`config.mk`:
```
export PLATFORM = sky130hd
export DESIGN_NAME = usb_ls_rx
export DESIGN_NICKNAME = d
export VERILOG_FILES = /design/src/rtl/usb_ls_rx_pkg.sv /design/src/rtl/usb_ls_line_dec.sv /design/src/rtl/usb_ls_bit_timer.sv /design/src/rtl/usb_ls_deser.sv /design/src/rtl/usb_ls_rx.sv
export SDC_FILE = /design/constraint.sdc
export NUM_CORES = 1
export LEC_CHECK = 0
export BUFFER_PORTS_ARGS = -buffer_cell sky130_fd_sc_hd__buf_2
export CAP_MARGIN = 20
export CORE_MARGIN = 3
export CORE_UTILIZATION = 50
export DETAILED_ROUTE_END_ITERATION = 8
export PLACE_DENSITY = 0.64
export SKIP_CTS_REPAIR_TIMING = 1
export SLEW_MARGIN = 20
export SYNTH_ARGS = -nofsm -noshare
export SYNTH_HDL_FRONTEND = slang
export SYNTH_SLANG_ARGS = --single-unit
```
`constraint.sdc`:
```
create_clock -name clk -period 4.9 [get_ports clk]
set_clock_uncertainty 0.1 [all_clocks]
set_input_delay 0.98 -clock clk [delete_from_list [all_inputs] [get_ports clk]]
set_output_delay 0.98 -clock clk [all_outputs]
set_load 0.02 [all_outputs]
```
`src/rtl/usb_ls_rx_pkg.sv`:
```
package usb_ls_rx_pkg;

  typedef enum logic [2:0] {
    ST_IDLE,
    ST_CONF,
    ST_HUNT,
    ST_RECV,
    ST_DRAIN,
    ST_WAITJ
  } rx_state_t;

  // consecutive ones after which a stuffed zero is expected
  localparam int STUFF_RUN   = 6;
  // one leap clock per this many bytes
  localparam int LEAP_PERIOD = 3;

  // within-byte slot lengths: 11 clocks except at positions 2, 5 and 7
  function automatic logic long_slot(input logic [2:0] pos);
    return !((pos == 3'd2) || (pos == 3'd5) || (pos == 3'd7));
  endfunction

endpackage

```
`src/rtl/usb_ls_line_dec.sv`:
```
module usb_ls_line_dec (
  input  logic clk,
  input  logic rst,
  input  logic dp,
  input  logic dm,
  output logic is_j,
  output logic is_k,
  output logic is_se0,
  output logic jk_edge
);
  logic prev_j;

  assign is_j   = !dp &&  dm;
  assign is_k   =  dp && !dm;
  assign is_se0 = !dp && !dm;
  assign jk_edge = prev_j && is_k;

  always_ff @(posedge clk) begin
    if (rst) prev_j <= 1'b0;
    else     prev_j <= is_j;
  end

  // an edge is only reported on the first K after a J
  p_edge_first_k_r2: assert property (@(posedge clk) disable iff (rst)
    jk_edge |=> !jk_edge);

endmodule

```
`src/rtl/usb_ls_bit_timer.sv`:
```
module usb_ls_bit_timer #(
  parameter int TMR_W = 5
) (
  input  logic             clk,
  input  logic             rst,
  input  logic             run,
  input  logic             load,
  input  logic [TMR_W-1:0] load_val,
  output logic             tick
);
  logic [TMR_W-1:0] cnt;

  assign tick = run && (cnt == '0);

  always_ff @(posedge clk) begin
    if (rst)                     cnt <= '0;
    else if (load)               cnt <= load_val - TMR_W'(1);
    else if (run && cnt != '0)   cnt <= cnt - TMR_W'(1);
  end

  // a reload always asks for at least one clock of delay
  p_load_nonzero_r3: assert property (@(posedge clk) disable iff (rst)
    load |-> (load_val != '0));

endmodule

```
`src/rtl/usb_ls_deser.sv`:
```
module usb_ls_deser
  import usb_ls_rx_pkg::*;
#(
  parameter int ONES_W = $clog2(STUFF_RUN + 1)
) (
  input  logic              clk,
  input  logic              rst,
  input  logic              start,
  input  logic              sample,
  input  logic              lvl,
  output logic              stuffed,
  output logic              stuff_fail,
  output logic              byte_done,
  output logic [7:0]        byte_out,
  output logic [2:0]        next_pos,
  output logic [ONES_W-1:0] next_ones
);
  logic              prev_lvl;
  logic [ONES_W-1:0] ones;
  logic [2:0]        pos;
  logic [6:0]        sr;
  logic              bit_now;
  logic              at_stuff;

  assign bit_now    = (lvl == prev_lvl);
  assign at_stuff   = (ones == ONES_W'(STUFF_RUN));
  assign stuffed    = sample && at_stuff && !bit_now;
  assign stuff_fail = sample && at_stuff &&  bit_now;
  assign byte_done  = sample && !at_stuff && (pos == 3'd7);
  assign byte_out   = {bit_now, sr};

  always_comb begin
    next_ones = ones;
    next_pos  = pos;
    if (sample) begin
      if (at_stuff) begin
        next_ones = '0;
      end else begin
        next_ones = bit_now ? ones + ONES_W'(1) : '0;
        next_pos  = pos + 3'd1;
      end
    end
  end

  always_ff @(posedge clk) begin
    if (rst) begin
      prev_lvl <= 1'b0;
      ones     <= '0;
      pos      <= '0;
      sr       <= '0;
    end else if (start) begin
      prev_lvl <= 1'b0;          // dm level of the final sync K
      ones     <= ONES_W'(1);    // sync field ends in one decoded 1
      pos      <= '0;
      sr       <= '0;
    end else if (sample) begin
      prev_lvl <= lvl;
      ones     <= next_ones;
      pos      <= next_pos;
      if (!at_stuff) sr <= {bit_now, sr[6:1]};
    end
  end

  p_ones_bound_r6: assert property (@(posedge clk) disable iff (rst)
    ones <= ONES_W'(STUFF_RUN));

  p_stuff_no_data_r6: assert property (@(posedge clk) disable iff (rst)
    (sample && at_stuff && !start) |=> $stable(pos));

endmodule

```
`src/rtl/usb_ls_rx.sv`:
```
module usb_ls_rx
  import usb_ls_rx_pkg::*;
#(
  parameter int MAX_BYTES  = 8,
  parameter int BIT_BASE   = 10,
  parameter int HUNT_LIMIT = 64,
  parameter int LEAP_W     = 8,
  localparam int LEN_W     = $clog2(MAX_BYTES + 1)
) (
  input  logic             clk,
  input  logic             rst,
  input  logic             dp,
  input  logic             dm,
  output logic [7:0]       byte_data,
  output logic             byte_valid,
  output logic             pkt_done,
  output logic [LEN_W-1:0] pkt_len,
  output logic             overflow,
  output logic             stuff_err,
  output logic             sync_timeout
);
  localparam int CONF_CLKS = BIT_BASE + BIT_BASE / 2 + 1;
  localparam int TMR_W     = $clog2(CONF_CLKS + 1);
  localparam int HUNT_W    = $clog2(HUNT_LIMIT + 1);
  localparam int ONES_W    = $clog2(STUFF_RUN + 1);

  rx_state_t state;

  logic is_j, is_k, is_se0, jk_edge;
  logic tick, tmr_run, tmr_load;
  logic [TMR_W-1:0] tmr_val;

  logic d_start, d_sample;
  logic stuffed, stuff_fail, byte_done;
  logic [7:0] byte_next;
  logic [2:0] next_pos;
  logic [ONES_W-1:0] next_ones;

  logic [LEN_W-1:0]         byte_cnt;
  logic [HUNT_W-1:0]        hunt_cnt;
  logic signed [LEAP_W-1:0] leap_cnt;
  logic signed [LEAP_W-1:0] leap_dec;
  logic                     leap_hit;
  logic                     recv_go;
  logic                     at_limit;
  logic [TMR_W-1:0]         slot_len;

  usb_ls_line_dec u_line (
    .clk    (clk),
    .rst    (rst),
    .dp     (dp),
    .dm     (dm),
    .is_j   (is_j),
    .is_k   (is_k),
    .is_se0 (is_se0),
    .jk_edge(jk_edge)
  );

  usb_ls_bit_timer #(.TMR_W(TMR_W)) u_timer (
    .clk     (clk),
    .rst     (rst),
    .run     (tmr_run),
    .load    (tmr_load),
    .load_val(tmr_val),
    .tick    (tick)
  );

  usb_ls_deser #(.ONES_W(ONES_W)) u_deser (
    .clk       (clk),
    .rst       (rst),
    .start     (d_start),
    .sample    (d_sample),
    .lvl       (dm),
    .stuffed   (stuffed),
    .stuff_fail(stuff_fail),
    .byte_done (byte_done),
    .byte_out  (byte_next),
    .next_pos  (next_pos),
    .next_ones (next_ones)
  );

  assign tmr_run  = (state == ST_CONF) || (state == ST_RECV);
  assign d_sample = tick && (state == ST_RECV) && !is_se0;
  assign d_start  = tick && (state == ST_CONF) && is_k;
  assign at_limit = (byte_cnt == LEN_W'(MAX_BYTES));
  assign leap_dec = leap_cnt - LEAP_W'(1);
  assign leap_hit = byte_done && leap_dec[LEAP_W-1];
  assign recv_go  = d_sample && !stuff_fail && !(byte_done && at_limit);

  // length of the interval up to the next sample point
  always_comb begin
    if (next_ones == ONES_W'(STUFF_RUN))
      slot_len = TMR_W'(BIT_BASE + 1);
    else
      slot_len = TMR_W'(BIT_BASE) + TMR_W'(long_slot(next_pos));
  end

  always_comb begin
    tmr_load = 1'b0;
    tmr_val  = TMR_W'(CONF_CLKS);
    if (((state == ST_IDLE) || (state == ST_HUNT)) && jk_edge) begin
      tmr_load = 1'b1;
    end else if (d_start) begin
      tmr_load = 1'b1;
      tmr_val  = TMR_W'(BIT_BASE) + TMR_W'(long_slot(3'd0));
    end else if (recv_go) begin
      tmr_load = 1'b1;
      tmr_val  = slot_len + TMR_W'(leap_hit);
    end
  end

  always_ff @(posedge clk) begin
    if (rst) begin
      state        <= ST_IDLE;
      byte_data    <= '0;
      byte_valid   <= 1'b0;
      pkt_done     <= 1'b0;
      pkt_len      <= '0;
      overflow     <= 1'b0;
      stuff_err    <= 1'b0;
      sync_timeout <= 1'b0;
      byte_cnt     <= '0;
      hunt_cnt     <= '0;
      leap_cnt     <= '0;
    end else begin
      byte_valid   <= 1'b0;
      pkt_done     <= 1'b0;
      overflow     <= 1'b0;
      stuff_err    <= 1'b0;
      sync_timeout <= 1'b0;
      case (state)
        ST_IDLE: begin
          if (jk_edge) state <= ST_CONF;
        end
        ST_CONF: begin
          if (tick) begin
            if (is_k) begin
              state    <= ST_RECV;
              byte_cnt <= '0;
              leap_cnt <= LEAP_W'(LEAP_PERIOD - 1);
            end else begin
              state    <= ST_HUNT;
              hunt_cnt <= '0;
            end
          end
        end
        ST_HUNT: begin
          if (jk_edge) begin
            state <= ST_CONF;
          end else if (hunt_cnt == HUNT_W'(HUNT_LIMIT - 1)) begin
            state        <= ST_IDLE;
            sync_timeout <= 1'b1;
          end else begin
            hunt_cnt <= hunt_cnt + HUNT_W'(1);
          end
        end
        ST_RECV: begin
          if (tick) begin
            if (is_se0) begin
              pkt_done <= 1'b1;
              pkt_len  <= byte_cnt;
              state    <= ST_WAITJ;
            end else if (stuff_fail) begin
              stuff_err <= 1'b1;
              state     <= ST_DRAIN;
            end else if (byte_done && at_limit) begin
              overflow <= 1'b1;
              state    <= ST_DRAIN;
            end else begin
              if (byte_done) begin
                byte_valid <= 1'b1;
                byte_data  <= byte_next;
                byte_cnt   <= byte_cnt + LEN_W'(1);
                leap_cnt   <= leap_hit ? leap_dec + LEAP_W'(LEAP_PERIOD) : leap_dec;
              end else if (stuffed) begin
                leap_cnt <= leap_cnt + LEAP_W'(1);
              end
            end
          end
        end
        ST_DRAIN: begin
          if (is_se0) state <= ST_WAITJ;
        end
        ST_WAITJ: begin
          if (is_j) state <= ST_IDLE;
        end
        default: state <= ST_IDLE;
      endcase
    end
  end

  // ---------------- assertions ----------------
  p_interval_range_r3: assert property (@(posedge clk) disable iff (rst)
    recv_go |-> (tmr_val >= TMR_W'(BIT_BASE) && tmr_val <= TMR_W'(BIT_BASE + 2)));

  p_leap_nonneg_r3: assert property (@(posedge clk) disable iff (rst)
    (state == ST_RECV) |-> (leap_cnt >= 0));

  p_valid_pulse_r5: assert property (@(posedge clk) disable iff (rst)
    byte_valid |=> !byte_valid);

  p_events_onehot_r5: assert property (@(posedge clk) disable iff (rst)
    $onehot0({byte_valid, pkt_done, overflow, stuff_err, sync_timeout}));

  p_abort_drains_r7: assert property (@(posedge clk) disable iff (rst)
    stuff_err |-> (state == ST_DRAIN));

  p_done_len_r8: assert property (@(posedge clk) disable iff (rst)
    pkt_done |-> (pkt_len <= LEN_W'(MAX_BYTES) && state == ST_WAITJ));

  p_no_overflow_r9: assert property (@(posedge clk) disable iff (rst)
    byte_cnt <= LEN_W'(MAX_BYTES));

  p_timeout_idle_r10: assert property (@(posedge clk) disable iff (rst)
    sync_timeout |-> (state == ST_IDLE));

  p_conf_entry_r2: assert property (@(posedge clk) disable iff (rst)
    $rose(state == ST_CONF) |-> ($past(state) == ST_IDLE || $past(state) == ST_HUNT));

endmodule

```
==> results.yml, run 1 <==
sta:
  fin_tns_setup_ps: 0
  fin_crit_ps: 4110
  setup_repair_after_global_routing_missed_its_margin: "false"
  finalHoldViolCount: 0
  timing_worst_slew_pin_value_ps: 841
  timing.fmax_ghz: 0.243
  setup_viol: 0
  timing.final.max_slew_violations: 0
  fin_crit_sh_pct: 83.9
  maxSlewHeadroom_pct: 43.5
  hold-worst-slack_ps: 349
synthesis:
  synth-warning-count: 0
  postSynthNetCount: 440
  number_of_synthesized_register_bits: 59
  synth-edff-count: 0
  yosys.cell_types.count: 64
  syn_avg_cell_area_um2: 8.05
  synth_sequential_area_ratio_pct: 34.8
  synth_area_leaders: "dfxtp_1 (35%), nor2_1 (5.7%), ha_1 (5.2%), a21oi_1 (5.0%), nand2_1 (5.0%)"
  synth_top_area_share_pct: 34.8
  synthCells: 422
  ys_dominant_reg_cell: "dfxtp_1"
  syn_area_um2: 3400
  cell_taking_the_most_area_after_synthesis: "dfxtp_1"
  postSynth.asyncResetShare_pct: 0
drt:
  drt_iter0_markers: 182
  antenna_left: 0
  dr_total_vias: 3018
  wirelength_um: 7930
  drt_drc_violations_left: 0
  first_pass_iters: 4
  routedWlPerCell_um: 15.4
  via_per_inst: 5.85
power_and_ir_drop:
  switching_share_pct: 39.2
  cellPowerDensity_nw_per_um2: 441
  max-vdd-ir-drop_mv: 0.243
  power.share.sequential_pct: 35.3
  switching_power_mw: 0.646
  internal_power_mw: 1.00
  comb_power_share_pct: 37.3
  cellLeakagePower_nw: 1.39
  pwr-share-clk_pct: 27.4
critical_path:
  worst_path_dominant_cell_family: "simple AND/OR/NAND/NOR gates"
  crit_path_end_kind: "flip-flop"
  path_max_fanout: 8
  cp.buffers_inverters: 0
  crit_type: "flip-flop to flip-flop"
  setup.worst_path.start_class: "flip-flop"
  worstPathRequired_ps: 5020
  crit_path_cell_count: 12
  critical_path_arrival_ps: 4230
  critical_path_cell_with_the_highest_stage_delay: "or4_1"
  worst_path_largest_cell_delay_ps: 710
  reg2reg_depth: 12
  critical_path.cell_chain: "or4_1, or4_1, and3_1, a31oi_1, o221ai_1, ha_1, nor3_1, a311oi_1, or2_1, ha_1, o211a_1, a2111oi_0"
place:
  post_dp_cell_area_um2: 3530
  place.detailed.instances: 500
  port_buffers: 20
  final_estimated_routing_congestion_in_global_placement: 0.856
  place.detailed.hpwl_um: 5670
die:
  die_area_um2: 7820
  effective_utilization_at_floorplan_pct: 52.6
  core_region_area_um2: 6460
  dieHeight_um: 88.4
  die-width_um: 88.4
  ios: 21
  rows: 29
cells_and_area:
  mostFrequentLayoutCell: "dfxtp_1"
  n_fill_cell: 619
  nNetsFinal: 452
  n_antenna_cell: 0
  final_util_pct: 57.8
  final_cell_mix: "dfxtp_1 (59), nor2_1 (52), nand2_1 (45), a21oi_1 (34), buf_2 (20)"
  finalNonFillerCells: 516
  area_delta_synth_final_pct: 9.79
  final_layout_size_suffix_gt1_share_pct: 12.1
  design_area_um2: 3730
clock_tree:
  inserted_clock_buffers: 9
  h_tree_level_count: 3
  tritoncts: "done"
  cts-root-buf: "clkbuf_8"
  max-clock-path-buffers: 2
  cts.clk_slew.worst_paths_ps: 70
  clkLatencyLatePin_ps: 340
  cts_num_sinks: 59
global_routing:
  m1_gr_usage_pct: 31.3
  grt.met3_usage_pct: 3.82
  grt-busiest-layer: "met2"
  grt.overflow.total: 0
  global_route.usage.total_pct: 22.5
  grt_antenna_before_repair: 0
  grt_pass1_vias: 2895
  grt_pass1_wl_um: 13800
  grt_util_met2_pct: 34.5
  maximum_number_of_pins_on_one_net_before_global_route_repair: 44
hold_path:
  number_of_stages_on_the_worst_hold_path: 2
  min_delay_path_class: "flip-flop to flip-flop"
run_status:
  outcome: "complete, no violations"
run:
  timing.max_cap.violations: 0
## per-layer routing
metal / routed length, um / up-vias / share of wire [%]
met5: 0 / - / 0
met4: 97 / 0 / 1.2
met3: 309 / 7 / 3.9
met2: 3640 / 54 / 46
met1: 3880 / 1418 / 49
li1: - / 1539 / -
## through the flow
| step | power (mW) | worst slack (ps) |
|---|---|---|
| global placement | 1.19 | 746 |
| finish | 1.65 | 788 |
| CTS | 1.66 | 784 |
| global route | 1.77 | 546 |
| floorplan | 1.06 | 908 |
| detailed placement | 1.20 | 573 |
## worst reg2reg max path: stages, from the launching register on
cell and delay, ps:
dfxtp_1 330, or4_1 700, or4_1 710, and3_1 240
a31oi_1 150, o221ai_1 150, ha_1 240, nor3_1 170
a311oi_1 130, or2_1 250, ha_1 240, o211a_1 220
a2111oi_0 370
## sequential cells by signal, summed over array words and instances (netlist names), 3 cells and up
name and flops:
leap_cnt 8, u_deser.pos 3, u_deser.sr 7, hunt_cnt 7, state 3, pkt_len 4
u_timer.cnt 5, byte_cnt 4, byte_data 8, u_deser.ones 3
## area by class of cell
cell class	count	area, um^2	area share [%]
clock buffers	10	138	3.69
clock inverters	6	65.1	1.74
well taps	77	96.3	2.58
repair buffers	26	145	3.89
flip-flops and latches	59	1180	31.7
multi-input cells	324	2050	55.0
inverters	14	52.6	1.41
## power by group through the flow
stage | sequential, mW | clock (mW) | combinational (mW)
final | 0.581 | 0.452 | 0.613
after floorplan | 0.552 | 0 | 0.513
after detailed placement | 0.591 | 0 | 0.610
after global placement | 0.590 | 0 | 0.605
after CTS | 0.580 | 0.465 | 0.613
after global routing | 0.590 | 0.486 | 0.690
## cells by family after synthesis
group           after synthesis  synth area share [%]
compound gates               99                  19.6
mux                           8                  2.36
simple gates                180                  27.4
fa+ha+maj                    14                  5.15
xor+xnor                     23                  5.93
buf+inv                      39                  4.82
flops                        59                  34.8
## cells in the mapped netlist, types with 6 or more instances
| cell | instances |
|---|---|
| clkbuf_1 | 20 |
| and3_1 | 6 |
| nor2_1 | 52 |
| a21oi_1 | 34 |
| o21ai_1 | 8 |
| nand2_1 | 45 |
| nand2b_1 | 8 |
| dfxtp_1 | 59 |
| nand4_1 | 6 |
| mux2i_1 | 8 |
| inv_1 | 13 |
| nor4_1 | 9 |
| xor2_1 | 13 |
| xnor2_1 | 10 |
| nand3_1 | 13 |
| ha_1 | 14 |
## path summary, 6_finish.rpt
| check | slack [ps] | to | from |
|---|---|---|---|
| worst max-delay path | 790 | u_timer.cnt[2] | u_timer.cnt[4] |
| worst max register to register | 790 | u_timer.cnt[2] | u_timer.cnt[4] |
| worst min register to register | 350 | byte_data[1] | byte_data[1] |
| worst min-delay path | 350 | byte_data[1] | byte_data[1] |
Note: power is estimated with default switching activity, not from simulation.
==> run 2: changes to the inputs <==
- PLACE_DENSITY: 0.64 -> 0.66
- clock period: 4.9 -> 3.5 ns (I/O delays scaled with it)
==> results.yml, run 2 (synthesis gave the netlist of run 1 again) <==
global_routing:
  grt.overflow.total: 0
  grt.met3_usage_pct: 4.93
  grt_pass1_vias: 2916
  grt_util_met2_pct: 35.8
  grt_pass1_wl_um: 14100
  global_route.usage.total_pct: 23.2
  grt_antenna_before_repair: 0
  grt-busiest-layer: "met2"
  maximum_number_of_pins_on_one_net_before_global_route_repair: 31
  m1_gr_usage_pct: 32.1
critical_path:
  critical_path_cell_with_the_highest_stage_delay: "or4_4"
  critical_path_arrival_ps: 3570
  reg2reg_depth: 12
  setup.worst_path.start_class: "flip-flop"
  crit_path_end_kind: "flip-flop"
  worst_path_largest_cell_delay_ps: 580
  path_max_fanout: 4
  slack_of_the_worst_reg_to_reg_path_ps: 70
  crit_type: "flip-flop to flip-flop"
  endpoint_of_the_worst_slack_reg_to_reg_timing_path: "u_timer.cnt[2]"
  critical_path.cell_chain: "or4_4, or4_4, and3_1, a31oi_1, o221ai_1, ha_2, nor3_2, a311oi_2, or2_1, ha_2, o211a_1, a2111oi_2"
  worstPathRequired_ps: 3640
  critical_register_to_register_path_startpoint: "u_timer.cnt[0]"
place:
  pre_cts_slack_ps: -98.5
  final_estimated_routing_congestion_in_global_placement: 0.882
  place.detailed.hpwl_um: 6080
  port_buffers: 20
sta:
  setup_repair_after_global_routing_missed_its_margin: "true"
  postLayoutSetupSlackWorst_ps: 67.3
  fin_crit_ps: 3430
  timing.final.max_slew_violations: 0
  timing_worst_slew_pin_value_ps: 698
  fin_tns_setup_ps: 0
  timing.fmax_ghz: 0.291
  fin_crit_sh_pct: 98.1
  finalHoldViolCount: 0
  setup_viol: 0
  maxSlewHeadroom_pct: 53.2
clock_tree:
  h_tree_level_count: 3
  cts.clk_slew.worst_paths_ps: 80
  tritoncts: "done"
  inserted_clock_buffers: 9
  cts-root-buf: "clkbuf_8"
  cts_num_sinks: 59
  max-clock-path-buffers: 2
  clkLatencyLatePin_ps: 350
power_and_ir_drop:
  cellLeakagePower_nw: 1.55
  power.share.sequential_pct: 29.2
  comb_power_share_pct: 44.0
  internal_power_mw: 1.62
  pwr-share-clk_pct: 26.8
  max-vdd-ir-drop_mv: 0.421
  switching_share_pct: 38.5
  cellPowerDensity_nw_per_um2: 649
  switching_power_mw: 1.01
die:
  dieHeight_um: 88.4
  die-width_um: 88.4
  die_area_um2: 7820
  core_region_area_um2: 6460
  rows: 29
  ios: 21
  effective_utilization_at_floorplan_pct: 52.6
drt:
  first_pass_iters: 4
  drt_drc_violations_left: 0
  dr_total_vias: 3133
  routedWlPerCell_um: 15.3
  drt_iter0_markers: 238
  wirelength_um: 8380
  via_per_inst: 5.74
  antenna_left: 0
cells_and_area:
  mostFrequentLayoutCell: "dfxtp_1"
  area_delta_synth_final_pct: 19.3
  nNetsFinal: 482
  n_fill_cell: 595
  final_layout_size_suffix_gt1_share_pct: 21.1
  n_antenna_cell: 0
  final_cell_mix: "dfxtp_1 (58), nor2_1 (47), nand2_1 (45), buf_4 (36), a21oi_1 (34)"
  area_taken_by_multi_input_logic_gates_um2: 2130
  regArea_um2: 1180
  largestRegisters: "byte_data x8, leap_cnt x8"
hold_path:
  timing.hold.worst_endpoint: "byte_data[1]"
  number_of_stages_on_the_worst_hold_path: 2
  min_delay_path_class: "flip-flop to flip-flop"
  worst_hold_startpoint: "byte_data[1]"
run_status:
  outcome: "complete, no violations"
run:
  timing.max_cap.violations: 0
[run 2: cell count changes in the layout (fill, tap and decap cells not counted), moves of 2 or more]
cell / change
a311oi_1: -2
a311oi_2: +2
ha_1: -2
clkinv_2: -2
or4_1: -2
ha_2: +2
nor2_1: -5
or4_4: +2
nor2_2: +4
clkinvlp_4: +2
buf_4: +30
[run 2: stage by stage]
stage | area, um^2 | hold slack (ps) | utilization [%] | std cells | power, mW
after global placement | 3780 | 337 | 58.5 | 529 | 1.83
after detailed placement | 3780 | 340 | 58.5 | 529 | 1.84
after global routing | 4050 | 372 | 62.7 | 546 | 2.79
final | 4050 | 349 | 62.7 | 546 | 2.63
after floorplan | 3450 | 332 | - | 422 | 1.56
after CTS | 4010 | 350 | 62.0 | 545 | 2.55
[run 2: cell type report]
cell class              count  area share, %
clock buffers               9           3.06
well taps                  77           2.38
clock inverters             7           2.47
repair buffers             56           9.14
multi-input cells         324           52.5
flip-flops and latches     59           29.2
inverters                  14           1.30
[run 2: layer usage]
layer | share of wire, % | vias to the layer above
met4 | 1.7 | 0
met1 | 49 | 1459
met5 | 0 | -
li1 | - | 1600
met2 | 45 | 58
met3 | 4.3 | 16
[run 2: worst max-delay path by stage]
stage / slack [ps] / cells past startpoint / from / end
floorplan: 2 / 13 / dp / u_timer.cnt[2]
global placement: 30 / 12 / dm / u_timer.cnt[2]
detailed placement: -100 / 13 / u_timer.cnt[0] / u_timer.cnt[2]
CTS: -140 / 13 / u_timer.cnt[0] / u_timer.cnt[2]
global route: -80 / 13 / u_timer.cnt[0] / u_timer.cnt[2]
finish: 70 / 12 / u_timer.cnt[0] / u_timer.cnt[2]
[run 2: critical path: cells and delay by family, from the launching register on]
family | cells | cell delay, ps
compound gates | 5 | 890
fa+ha+maj | 2 | 420
flops | 1 | 320
simple gates | 5 | 1600
[run 2: power groups by stage]
stage                     clock (mW)  sequential, mW  combinational (mW)
after detailed placement           0           0.780                1.06
after global placement             0           0.778                1.05
after global routing           0.745           0.776                1.27
after CTS                      0.716           0.766                1.07
after floorplan                    0           0.774               0.784
final                          0.703           0.769                1.16
